[config.mk]
export PLATFORM = sky130hd
export DESIGN_NAME = dual_sync_selector
export DESIGN_NICKNAME = d
export VERILOG_FILES = /design/src/rtl/dss_pkg.sv /design/src/rtl/dss_glitch_filter.sv /design/src/rtl/dss_arbiter.sv /design/src/rtl/dss_vslicer.sv /design/src/rtl/dual_sync_selector.sv
export SDC_FILE = /design/constraint.sdc
export NUM_CORES = 1
export LEC_CHECK = 0
export ABC_AREA = 1
export BUFFER_PORTS_ARGS = -buffer_cell sky130_fd_sc_hd__buf_2
export CAP_MARGIN = 10
export CELL_PAD_IN_SITES_DETAIL_PLACEMENT = 1
export CELL_PAD_IN_SITES_GLOBAL_PLACEMENT = 2
export CORE_MARGIN = 2
export CORE_UTILIZATION = 38
export CTS_CLUSTER_DIAMETER = 100
export DETAILED_ROUTE_END_ITERATION = 10
export GPL_ROUTABILITY_DRIVEN = 0
export PLACE_DENSITY = 0.93
export SLEW_MARGIN = 5
export SYNTH_ARGS = -nofsm -noshare
export SYNTH_HDL_FRONTEND = slang
export SYNTH_SLANG_ARGS = --single-unit
[constraint.sdc]
create_clock -name clk -period 1.5 [get_ports clk]
set_clock_uncertainty 0.15 [all_clocks]
set_input_delay 0.225 -clock clk [delete_from_list [all_inputs] [get_ports clk]]
set_output_delay 0.225 -clock clk [all_outputs]
set_load 0.01 [all_outputs]
[src/rtl/dss_pkg.sv]
package dss_pkg;
  localparam int unsigned NCH = 2;

  typedef enum logic {
    SEL_CH1 = 1'b0,
    SEL_CH2 = 1'b1
  } ch_sel_e;

  typedef struct packed {
    logic hs;
    logic vs;
    logic emb;
    logic freerun;
  } ch_in_t;
endpackage

[src/rtl/dss_glitch_filter.sv]
// Passes a level only after it has been seen on HOLD consecutive samples.
module dss_glitch_filter #(
  parameter int unsigned HOLD = 4
) (
  input  logic clk,
  input  logic rst_n,
  input  logic din,
  output logic dout
);
  localparam int unsigned CW = (HOLD > 1) ? $clog2(HOLD) : 1;
  localparam logic [CW-1:0] LAST = CW'(HOLD - 1);

  logic          q_r, q_n;
  logic [CW-1:0] cnt_r, cnt_n;
  logic          cnt_en;

  always_comb begin
    q_n    = q_r;
    cnt_n  = '0;
    cnt_en = 1'b1;
    if (din != q_r) begin
      if (cnt_r == LAST) begin
        q_n = din;
      end else begin
        cnt_n = cnt_r + 1'b1;
      end
    end else if (cnt_r == '0) begin
      cnt_en = 1'b0;
    end
  end

  always_ff @(posedge clk or negedge rst_n) begin
    if (!rst_n) begin
      q_r   <= 1'b0;
      cnt_r <= '0;
    end else begin
      q_r <= q_n;
      if (cnt_en) cnt_r <= cnt_n;
    end
  end

  assign dout = q_r;

  // a new output level must have been present at the input
  p_level_from_input_r5: assert property (@(posedge clk) disable iff (!rst_n)
    !$stable(q_r) |-> ($past(din) == q_r));
endmodule

[src/rtl/dss_arbiter.sv]
// Works out which channel should drive the outputs and whether that is a free-run case.
module dss_arbiter
  import dss_pkg::*;
(
  input  logic           auto_mode,
  input  logic           prefer_ch1,
  input  logic [NCH-1:0] freerun,
  output ch_sel_e        req_ch,
  output logic           req_fr
);
  ch_sel_e pref_ch, alt_ch;
  logic    pref_fr, alt_fr;

  always_comb begin
    pref_ch = prefer_ch1 ? SEL_CH1 : SEL_CH2;
    alt_ch  = prefer_ch1 ? SEL_CH2 : SEL_CH1;
    pref_fr = prefer_ch1 ? freerun[0] : freerun[1];
    alt_fr  = prefer_ch1 ? freerun[1] : freerun[0];

    if (!auto_mode) begin
      req_ch = pref_ch;
      req_fr = pref_fr;
    end else if (!pref_fr) begin
      req_ch = pref_ch;
      req_fr = 1'b0;
    end else if (!alt_fr) begin
      req_ch = alt_ch;
      req_fr = 1'b0;
    end else begin
      req_ch = pref_ch;
      req_fr = 1'b1;
    end
  end
endmodule

[src/rtl/dss_vslicer.sv]
// Recovers vertical sync from a composite line by measuring pulse lengths.
module dss_vslicer #(
  parameter int unsigned SLICE_LEN = 32
) (
  input  logic clk,
  input  logic rst_n,
  input  logic csync,
  output logic vs
);
  localparam int unsigned CW = $clog2(SLICE_LEN + 1);
  localparam logic [CW-1:0] LIMIT = CW'(SLICE_LEN);
  localparam logic [CW-1:0] ALMOST = CW'(SLICE_LEN - 1);

  logic [CW-1:0] cnt_r, cnt_n;
  logic          vs_r, vs_n;
  logic          prev_r;

  always_comb begin
    cnt_n = cnt_r;
    vs_n  = vs_r;
    if (csync) begin
      if (cnt_r != LIMIT) cnt_n = cnt_r + 1'b1;
      if (cnt_r == ALMOST) vs_n = 1'b1;
    end else begin
      cnt_n = '0;
      if (prev_r && (cnt_r < LIMIT)) vs_n = 1'b0;
    end
  end

  always_ff @(posedge clk or negedge rst_n) begin
    if (!rst_n) begin
      cnt_r  <= '0;
      vs_r   <= 1'b0;
      prev_r <= 1'b0;
    end else begin
      cnt_r  <= cnt_n;
      vs_r   <= vs_n;
      prev_r <= csync;
    end
  end

  assign vs = vs_r;

  // the sliced VS can only start inside an active composite pulse
  p_rise_inside_pulse_r9: assert property (@(posedge clk) disable iff (!rst_n)
    $rose(vs_r) |-> $past(csync));

  // the sliced VS can only end right after a composite pulse finished
  p_fall_after_pulse_r9: assert property (@(posedge clk) disable iff (!rst_n)
    $fell(vs_r) |-> ($past(prev_r) && !$past(csync)));
endmodule

[src/rtl/dual_sync_selector.sv]
module dual_sync_selector
  import dss_pkg::*;
#(
  parameter int unsigned FILT_LEN  = 4,
  parameter int unsigned SLICE_LEN = 32
) (
  input  logic clk,
  input  logic rst_n,
  input  logic ch1_hs,
  input  logic ch1_vs,
  input  logic ch1_emb,
  input  logic ch1_freerun,
  input  logic ch2_hs,
  input  logic ch2_vs,
  input  logic ch2_emb,
  input  logic ch2_freerun,
  input  logic auto_mode,
  input  logic prefer_ch1,
  output logic hs_out,
  output logic vs_out,
  output logic freerun_out,
  output logic sel_ch2
);
  // Reset: asynchronous assert, two-stage synchronous release
  logic [1:0] rst_pipe;
  logic       rst_n_int;

  always_ff @(posedge clk or negedge rst_n) begin
    if (!rst_n) rst_pipe <= 2'b00;
    else        rst_pipe <= {rst_pipe[0], 1'b1};
  end
  assign rst_n_int = rst_pipe[1];

  // Per-channel bundles
  ch_in_t         chan [NCH];
  logic [NCH-1:0] fr_vec;
  logic [NCH-1:0] f_hs, f_vs;
  logic [NCH-1:0] f_hs_d;

  always_comb begin
    chan[0] = '{hs: ch1_hs, vs: ch1_vs, emb: ch1_emb, freerun: ch1_freerun};
    chan[1] = '{hs: ch2_hs, vs: ch2_vs, emb: ch2_emb, freerun: ch2_freerun};
    for (int i = 0; i < NCH; i++) fr_vec[i] = chan[i].freerun;
  end

  for (genvar g = 0; g < NCH; g++) begin : g_chan
    dss_glitch_filter #(.HOLD(FILT_LEN)) u_hs_filt (
      .clk   (clk),
      .rst_n (rst_n_int),
      .din   (chan[g].hs),
      .dout  (f_hs[g])
    );
    dss_glitch_filter #(.HOLD(FILT_LEN)) u_vs_filt (
      .clk   (clk),
      .rst_n (rst_n_int),
      .din   (chan[g].vs),
      .dout  (f_vs[g])
    );
  end

  // Selection request
  ch_sel_e req_ch;
  logic    req_fr;

  dss_arbiter u_arb (
    .auto_mode  (auto_mode),
    .prefer_ch1 (prefer_ch1),
    .freerun    (fr_vec),
    .req_ch     (req_ch),
    .req_fr     (req_fr)
  );

  // Commit of the request on the requested channel's filtered HS leading edge
  ch_sel_e cur_q, eff_ch;
  logic    req_idx, eff_idx, rise_req;
  logic    eff_emb, slicer_in, slicer_vs;
  logic    hs_n, vs_n;
  logic    hs_q, vs_q, fr_q;

  always_comb begin
    req_idx   = logic'(req_ch);
    rise_req  = f_hs[req_idx] & ~f_hs_d[req_idx];
    eff_ch    = rise_req ? req_ch : cur_q;
    eff_idx   = logic'(eff_ch);
    eff_emb   = chan[eff_idx].emb;
    slicer_in = f_hs[eff_idx];
    hs_n      = f_hs[eff_idx];
    vs_n      = eff_emb ? slicer_vs : f_vs[eff_idx];
  end

  dss_vslicer #(.SLICE_LEN(SLICE_LEN)) u_slicer (
    .clk   (clk),
    .rst_n (rst_n_int),
    .csync (slicer_in),
    .vs    (slicer_vs)
  );

  always_ff @(posedge clk or negedge rst_n_int) begin
    if (!rst_n_int) begin
      f_hs_d <= '0;
      cur_q  <= SEL_CH1;
      hs_q   <= 1'b0;
      vs_q   <= 1'b0;
      fr_q   <= 1'b0;
    end else begin
      f_hs_d <= f_hs;
      cur_q  <= eff_ch;
      hs_q   <= hs_n;
      vs_q   <= vs_n;
      fr_q   <= req_fr;
    end
  end

  assign hs_out      = hs_q;
  assign vs_out      = vs_q;
  assign freerun_out = fr_q;
  assign sel_ch2     = (cur_q == SEL_CH2);

  // manual mode follows the preference bit
  p_manual_pick_r2: assert property (@(posedge clk) disable iff (!rst_n_int)
    !auto_mode |-> (req_ch == (prefer_ch1 ? SEL_CH1 : SEL_CH2)));

  // in auto mode a locked preferred channel always wins
  p_auto_pref_locked_r3: assert property (@(posedge clk) disable iff (!rst_n_int)
    (auto_mode && prefer_ch1 && !ch1_freerun) |-> (req_ch == SEL_CH1));

  // auto mode flags free run exactly when both channels are free-running
  p_freerun_both_r4: assert property (@(posedge clk) disable iff (!rst_n_int)
    (auto_mode && ch1_freerun && ch2_freerun) |=> freerun_out);
  p_freerun_clear_r4: assert property (@(posedge clk) disable iff (!rst_n_int)
    (auto_mode && !(ch1_freerun && ch2_freerun)) |=> !freerun_out);

  // a commit always coincides with the start of an output HS pulse
  p_switch_at_hs_edge_r7: assert property (@(posedge clk) disable iff (!rst_n_int)
    !$stable(sel_ch2) |-> hs_out);
endmodule

# After elaboration in Yosys (flattened, before gate mapping)
# Cells that the tools add are included.
op_classes:
  n_reduce_logical: 11
  n_mux: 44
  magnitude_cmp: 4
  n_bitwise: 3
  eq_ne: 12
  addsub: 5
ops:
  columns: ["op", "n"]
  rows:
  - ["1-bit two-way mux", 31]
  - ["2-bit two-way mux", 11]
  - ["6-bit two-way mux", 2]
  - ["2-bit AND reduction", 5]
  - ["2-bit by 1-bit adder with 2-bit output (second input constant)", 4]
  - ["2-bit == test (second input constant)", 4]
  - ["2-bit zero test", 4]
  - ["6-bit by 1-bit adder with 6-bit output (second input constant)", 1]
  - ["6-bit by 5-bit == test with 1-bit output (second input constant)", 1]
  - ["6-bit less-than comparator (second input constant)", 1]
  - ["6-bit != test (second input constant)", 1]
  - ["1-bit by 2-bit less-than comparator with 1-bit output (second input constant)", 2]
  - ["1-bit != test", 4]
  - ["2-bit != test (second input constant)", 2]
  - ["2-bit greater-or-equal comparator (second input constant)", 1]
  - ["1-bit inverter with 2-bit output", 1]
  - ["2-bit nonzero test", 1]
  - ["1-bit bitwise AND", 1]
  - ["1-bit logical AND", 1]
  - ["1-bit inverter", 1]
word_totals:
  reg_bits: 27
  output_inout_bits: 4
  in_bits: 12
  wordCells: 95

# Logic depth before layout (Yosys ltp)
logic_depth:
  ltp_word: 14
  ltp_mapped: 9
  mapped_depth_nobuf: 9

# By module
# A second synthesis with hierarchy kept.
hier_totals:
  cells_unflattened: 183
  hier_area_um2: 1482.7
by_module_without_submodules:
  columns: ["module", "area_per_inst_um2", "seq_area_each_um2", "cells_per_inst", "instances"]
  rows:
  - ["dss_glitch_filter", 171.4, 75.1, 21, 4]
  - ["dss_vslicer", 410.4, 200.2, 51, 1]
  - ["dual_sync_selector", 332.8, 200.2, 34, 1]
  - ["dss_arbiter", 53.8, 0.0, 14, 1]

# Worst setup path before layout
# No wires, ideal clock.
synth_path:
  kind: "reg-to-reg"
  start: "reg u_slicer.cnt_r[0]"
  end: "reg u_slicer.cnt_r[1]"
  arrival_ns: 1.100
  t_required_ns: 1.277
  path_buffers: 0
  setup_slack_ns: 0.177
  synth_period_minus_slack_ns: 1.323
  stages_incl_launch_ff: 6
  setup_ns: 0.073
  path_cell_list: "dfrtp_1 > inv_1 > ha_1 > nand4_1 > or2_1 > a21oi_2"
synth_between:
  elab_chain_len: 3
synth_lines:
  columns: ["element", "line_no", "source"]
  rows:
  - ["start: declaration", "dss_vslicer.sv:14", "logic [CW-1:0] cnt_r, cnt_n;"]
  - ["start signal: assignment", "dss_vslicer.sv:36", "cnt_r <= cnt_n;"]
  - ["6-bit by 1-bit adder with 6-bit output", "dss_vslicer.sv:22", "if (cnt_r != LIMIT) cnt_n = cnt_r + 1'b1;"]
  - ["6-bit two-way mux", "dss_vslicer.sv:22", null]
  - ["6-bit two-way mux", "dss_vslicer.sv:21", "if (csync) begin"]
# Parallel ways exist; a longest one is shown, timed or not. The select of a mux whose other input is x is not followed.
# A chain may end at the register's enable or synchronous reset.

# Final worst setup path
layout_path:
  start: "in ch2_freerun"
  end: "reg u_slicer.cnt_r[0]"
layout_between:
  elab_chain_len: 12
layout_lines:
  columns: ["element", "line_no", "source"]
  rows:
  - ["start: declaration", "dual_sync_selector.sv:16", "input logic ch2_freerun,"]
  - ["1-bit two-way mux", "dss_arbiter.sv:18", "alt_fr = prefer_ch1 ? freerun[1] : freerun[0];"]
  - ["1-bit two-way mux", "dss_arbiter.sv:26", "end else if (!alt_fr) begin"]
  - ["1-bit two-way mux (*)", "dss_arbiter.sv:23", "end else if (!pref_fr) begin"]
  - ["1-bit two-way mux (*)", "dss_arbiter.sv:20", "if (!auto_mode) begin"]
  - ["1-bit two-way mux (not written as such) (2 in a row)", "dual_sync_selector.sv:82", "rise_req = f_hs[req_idx] & ~f_hs_d[req_idx];"]
  - ["1-bit inverter", "dual_sync_selector.sv:82", null]
  - ["1-bit bitwise AND", "dual_sync_selector.sv:82", null]
  - ["1-bit two-way mux (*)", "dual_sync_selector.sv:83", "eff_ch = rise_req ? req_ch : cur_q;"]
  - ["net eff_ch", "dual_sync_selector.sv:74", "ch_sel_e cur_q, eff_ch;"]
  - ["1-bit two-way mux (not written as such) (*) (2 in a row)", "dual_sync_selector.sv:86", "slicer_in = f_hs[eff_idx];"]
  - ["2-bit != test (no source line) / 6-bit two-way mux (equally long branches)", null, null]
# The timed path passes the listed nets; every way through them passes the cells marked *. The select of a mux whose other input is x is not followed.

==> results_tabular.tex <==
\begin{tabular}{lr}
\hline
Metric & Value \\
\hline
\multicolumn{2}{l}{\textbf{Route}} \\
\quad Vias post-DR & 1043 \\
\quad Count of TritonRoute iterations in the first routing pass & 4 \\
\quad Final routed wirelength across all metal layers & 2690 um \\
\quad Routed length per placed instance & 12.2 um \\
\quad Via-per-instance ratio & 4.74 \\
\quad Number of nets with antenna violations after routing & 0 \\
\quad DRC violation count after routing & 0 \\
\quad Number of DRC violations after detailed-routing iteration 0 & 18 \\
\multicolumn{2}{l}{\textbf{Synth}} \\
\quad Post-synthesis share of cell area spent on full adders, half adders and majority gates & 9.32\% \\
\quad Synth area leaders & sky130\_fd\_sc\_hd\_\_dfrtp\_1 50\%, sky130\_fd\_sc\_hd\_\_ha\_1 9.3\%, sky130\_fd\_sc\_hd\_\_inv\_1 7.5\% \\
\quad Avg Cell Area, Syn & 9.26 sq um \\
\quad Flip-flop and latch count after synthesis & 27 \\
\quad Warnings, synthesis & 0 \\
\quad Commonest cells in the netlist & 27 x sky130\_fd\_sc\_hd\_\_dfrtp\_1, 27 x sky130\_fd\_sc\_hd\_\_inv\_1, 26 x sky130\_fd\_sc\_hd\_\_nand2\_1 \\
\quad XOR/XNOR share of the synthesized area & 4.57\% \\
\quad Post-synthesis async set-or-reset flop share & 100\% \\
\quad Compound-cell area share of the yosys netlist & 9.41\% \\
\quad Share of the yosys chip area belonging to registers & 50.3\% \\
\quad Top cell type by total area after synthesis & sky130\_fd\_sc\_hd\_\_dfrtp\_1 \\
\quad Main combinational cell family by area after synthesis & simple AND/OR/NAND/NOR gates \\
\quad Share of synthesized area spent on multiplexers & 0\% \\
\quad Nets in the synthesized netlist & 167 \\
\quad Dominant synthesized flop cell & sky130\_fd\_sc\_hd\_\_dfrtp\_1 \\
\quad Post-synthesis cell type count & 24 \\
\quad Synthesized instance count & 145 \\
\quad Fraction of the mapped netlist area in simple logic gates & 18.5\% \\
\quad Count of flip-flops with a built-in enable after synthesis & 0 \\
\quad Fraction of post-synthesis cell area in the top cell type by area & 50.3\% \\
\quad Syn Std Cell Area & 1340 sq um \\
\multicolumn{2}{l}{\textbf{GRT}} \\
\quad GR Util met3 & 2.32\% \\
\quad Met2 usage in global routing & 29.1\% \\
\quad First-pass GRT wire length & 4930 um \\
\quad Initial antenna violation count & 0 \\
\quad Final global-route overflow total & 0 \\
\quad Via count of the first global-routing pass & 1150 \\
\quad Global-route layer with the greatest usage & met2 \\
\quad Grt met1 use & 17.7\% \\
\quad Overall fraction of global-route tracks in use & 15.4\% \\
\quad Maximum number of pins on one net before global-route repair & 15 \\
\multicolumn{2}{l}{\textbf{Final layout}} \\
\quad Final std cells w/o fill & 220 \\
\quad Signed area change from the synthesized netlist to the final layout & 18.9\% \\
\quad Fraction of final layout cells sized beyond drive strength 1 & 18.4\% \\
\quad ANT cells & 0 \\
\quad Post-layout net count & 197 \\
\quad Core occupancy in the finished layout & 47.5\% \\
\multicolumn{2}{l}{\textbf{Power}} \\
\quad Switching fraction of total power & 40.9\% \\
\quad Cell internal power dissipation & 1570 uW \\
\quad Share of total power in the clock network & 12.0\% \\
\quad Pwr Total & 2660 uW \\
\quad Power Density & 1670 nW/um\^{}2 \\
\quad Leakage & 0.000814 uW \\
\quad Maximum vdd drop & 0.677 mV \\
\quad Total net switching power & 1090 uW \\
\quad Proportion of power drawn by combinational gates & 43.0\% \\
\quad Portion of total power attributed to sequential cells & 45.0\% \\
\multicolumn{2}{l}{\textbf{CTS}} \\
\quad TritonCTS Sinks & 27 \\
\quad Clk Latency, worst-skew pair & 0.32 ns \\
\quad Clock transition time at the flip-flop clock pins of the worst setup and hold paths & 0.14 ns \\
\quad Number of H-tree branching levels & 1 \\
\quad Max Buffers Root-to-Sink & 2 \\
\quad TritonCTS clock tree & done \\
\quad Number of buffers created by CTS & 3 \\
\quad Clock Root Buffer & sky130\_fd\_sc\_hd\_\_clkbuf\_4 \\
\multicolumn{2}{l}{\textbf{Floorplanning}} \\
\quad Floorplan die height & 63.4 um \\
\quad Core Box Area & 3360 sq um \\
\quad Top-level port count & 16 \\
\quad FP Rows & 21 \\
\quad Die Wd & 63.4 um \\
\quad Starting Density & 39.9\% \\
\quad Die Footprint & 4020 sq um \\
\multicolumn{2}{l}{\textbf{Worst setup path}} \\
\quad Category of the worst setup path launch point & primary input \\
\quad Worst Path Max Fanout & 7 \\
\quad Endpoint required time on the critical path & 1.58 ns \\
\quad Category of the critical setup timing path & in2reg \\
\quad Data arrival, critical path & 1.53 ns \\
\quad Endpoint type of the worst setup path & flop \\
\multicolumn{2}{l}{\textbf{STA}} \\
\quad Setup Viol. Count Final & 0 \\
\quad Unrepaired setup endpoints after global routing & true \\
\quad Upper clock frequency limit & 0.689 GHz \\
\quad Final period utilization & 96.8\% \\
\quad Slew Viols, Final & 0 \\
\quad Final hold slack & 0.00308 ns \\
\quad Fin. Hold Viols & 0 \\
\quad Final worst path period need & 1.45 ns \\
\multicolumn{2}{l}{\textbf{Status}} \\
\quad Result of the run & finished, final reports clean \\
\multicolumn{2}{l}{\textbf{Placement}} \\
\quad Detailed-placement wirelength estimate & 2070 um \\
\quad Placed insts & 208 \\
\quad Buffers added on ports & 15 \\
\multicolumn{2}{l}{\textbf{Flow run}} \\
\quad Number of max-cap violations & 0 \\
\multicolumn{2}{l}{\textbf{Min path}} \\
\quad Hold/Removal Path Class & in2reg \\
\hline
\end{tabular}
## path summary, 6_finish.rpt
check                                  start                           end  slack, ns  cells past startpoint
setup / recovery                 ch2_freerun             u_slicer.cnt_r[0]       0.05                      9
hold / removal                   ch1_freerun                   freerun_out      0.003                      3
setup reg to reg           u_slicer.cnt_r[0]             u_slicer.cnt_r[1]       0.06                      5
hold reg to reg                  rst_pipe[1]  g_chan[0].u_hs_filt.cnt_r[1]       0.04                      1
max in group asynchronous        rst_pipe[1]             u_slicer.cnt_r[4]       0.99                      1
min in group asynchronous        rst_pipe[1]  g_chan[0].u_hs_filt.cnt_r[1]       0.04                      1
## layout make-up
class	instances	area, sq um
fillers	418	1770
repair buffers	25	165
clock buffers	4	26.3
inverters	27	101
multi-input cells	91	571
flip-flops and latches	27	676
well taps	46	57.6
## stage by stage
step,TNS (ns),setup slack (ns),area (sq um)
floorplan,0,0.177,1340
global placement,0,0.150,1490
detailed placement,0,0.0476,1490
CTS,0,0.00788,1580
global route,-0.00643,-0.00643,1600
finish,0,0.0487,1600
## what timing repair did
action	CTS	global route
hold buffers	6	0
endpoints found under the hold margin	7	0
resized for setup	0	3
endpoints found under the setup margin	0	2
buffers inserted	0	2
## cells in the final DEF, fill, tap and decap left out, types with 3 or more instances in the layout
| cell | count |
|---|---|
| sky130_fd_sc_hd__dfrtp_1 | 27 |
| sky130_fd_sc_hd__nand2_1 | 26 |
| sky130_fd_sc_hd__inv_1 | 25 |
| sky130_fd_sc_hd__buf_2 | 15 |
| sky130_fd_sc_hd__nand3_1 | 10 |
| sky130_fd_sc_hd__ha_1 | 10 |
| sky130_fd_sc_hd__nor2_1 | 9 |
| sky130_fd_sc_hd__dlygate4sd3_1 | 6 |
| sky130_fd_sc_hd__o21ai_0 | 5 |
| sky130_fd_sc_hd__xnor2_1 | 4 |
| sky130_fd_sc_hd__buf_4 | 4 |
| sky130_fd_sc_hd__xor2_1 | 3 |
| sky130_fd_sc_hd__clkbuf_4 | 3 |
## critical path, stage by stage
cell	delay [ns]
sky130_fd_sc_hd__dlygate4sd3_1	0.53
sky130_fd_sc_hd__buf_2	0.13
sky130_fd_sc_hd__o21bai_1	0.14
sky130_fd_sc_hd__nand2_1	0.08
sky130_fd_sc_hd__nand2_2	0.10
sky130_fd_sc_hd__nand2_4	0.09
sky130_fd_sc_hd__nand2_2	0.07
sky130_fd_sc_hd__nand2_4	0.11
sky130_fd_sc_hd__nor2_1	0.05
## routing by layer
| layer | up-vias | routed length (um) |
|---|---|---|
| met2 | 16 | 1420 |
| li1 | 515 | - |
| met5 | - | 0 |
| met3 | 4 | 74 |
| met4 | 0 | 37 |
| met1 | 508 | 1150 |
## power groups by stage
stage | logic (uW) | registers, uW | clock network (uW)
4_1_cts | 1130 | 1200 | 338
5_1_grt | 1340 | 1240 | 382
3_5_place_dp | 1110 | 1220 | 0
2_1_floorplan | 823 | 1190 | 0
3_3_place_gp | 1020 | 1190 | 0
6_report | 1140 | 1200 | 320
## registers in the layout, indices dropped and copies added, names as in the netlist, 2 cells and up
name and flops:
u_slicer.cnt_r 6, g_chan.u_hs_filt.dout 2, g_chan.u_hs_filt.cnt_r 4, f_hs_d 2
g_chan.u_vs_filt.dout 2, rst_pipe 2, g_chan.u_vs_filt.cnt_r 4
## kinds of logic (layout without fill, tap and decap cells)
group,count (synthesis),after routing
AOI/OAI and AO/OA,18,18
xor gates and xnor gates,7,7
adders and majority gates,10,10
and+or+nand+nor,55,55
buffers and inverters,27,56
DFF,27,27
other,1,1
(Power assumes the default switching activity.)
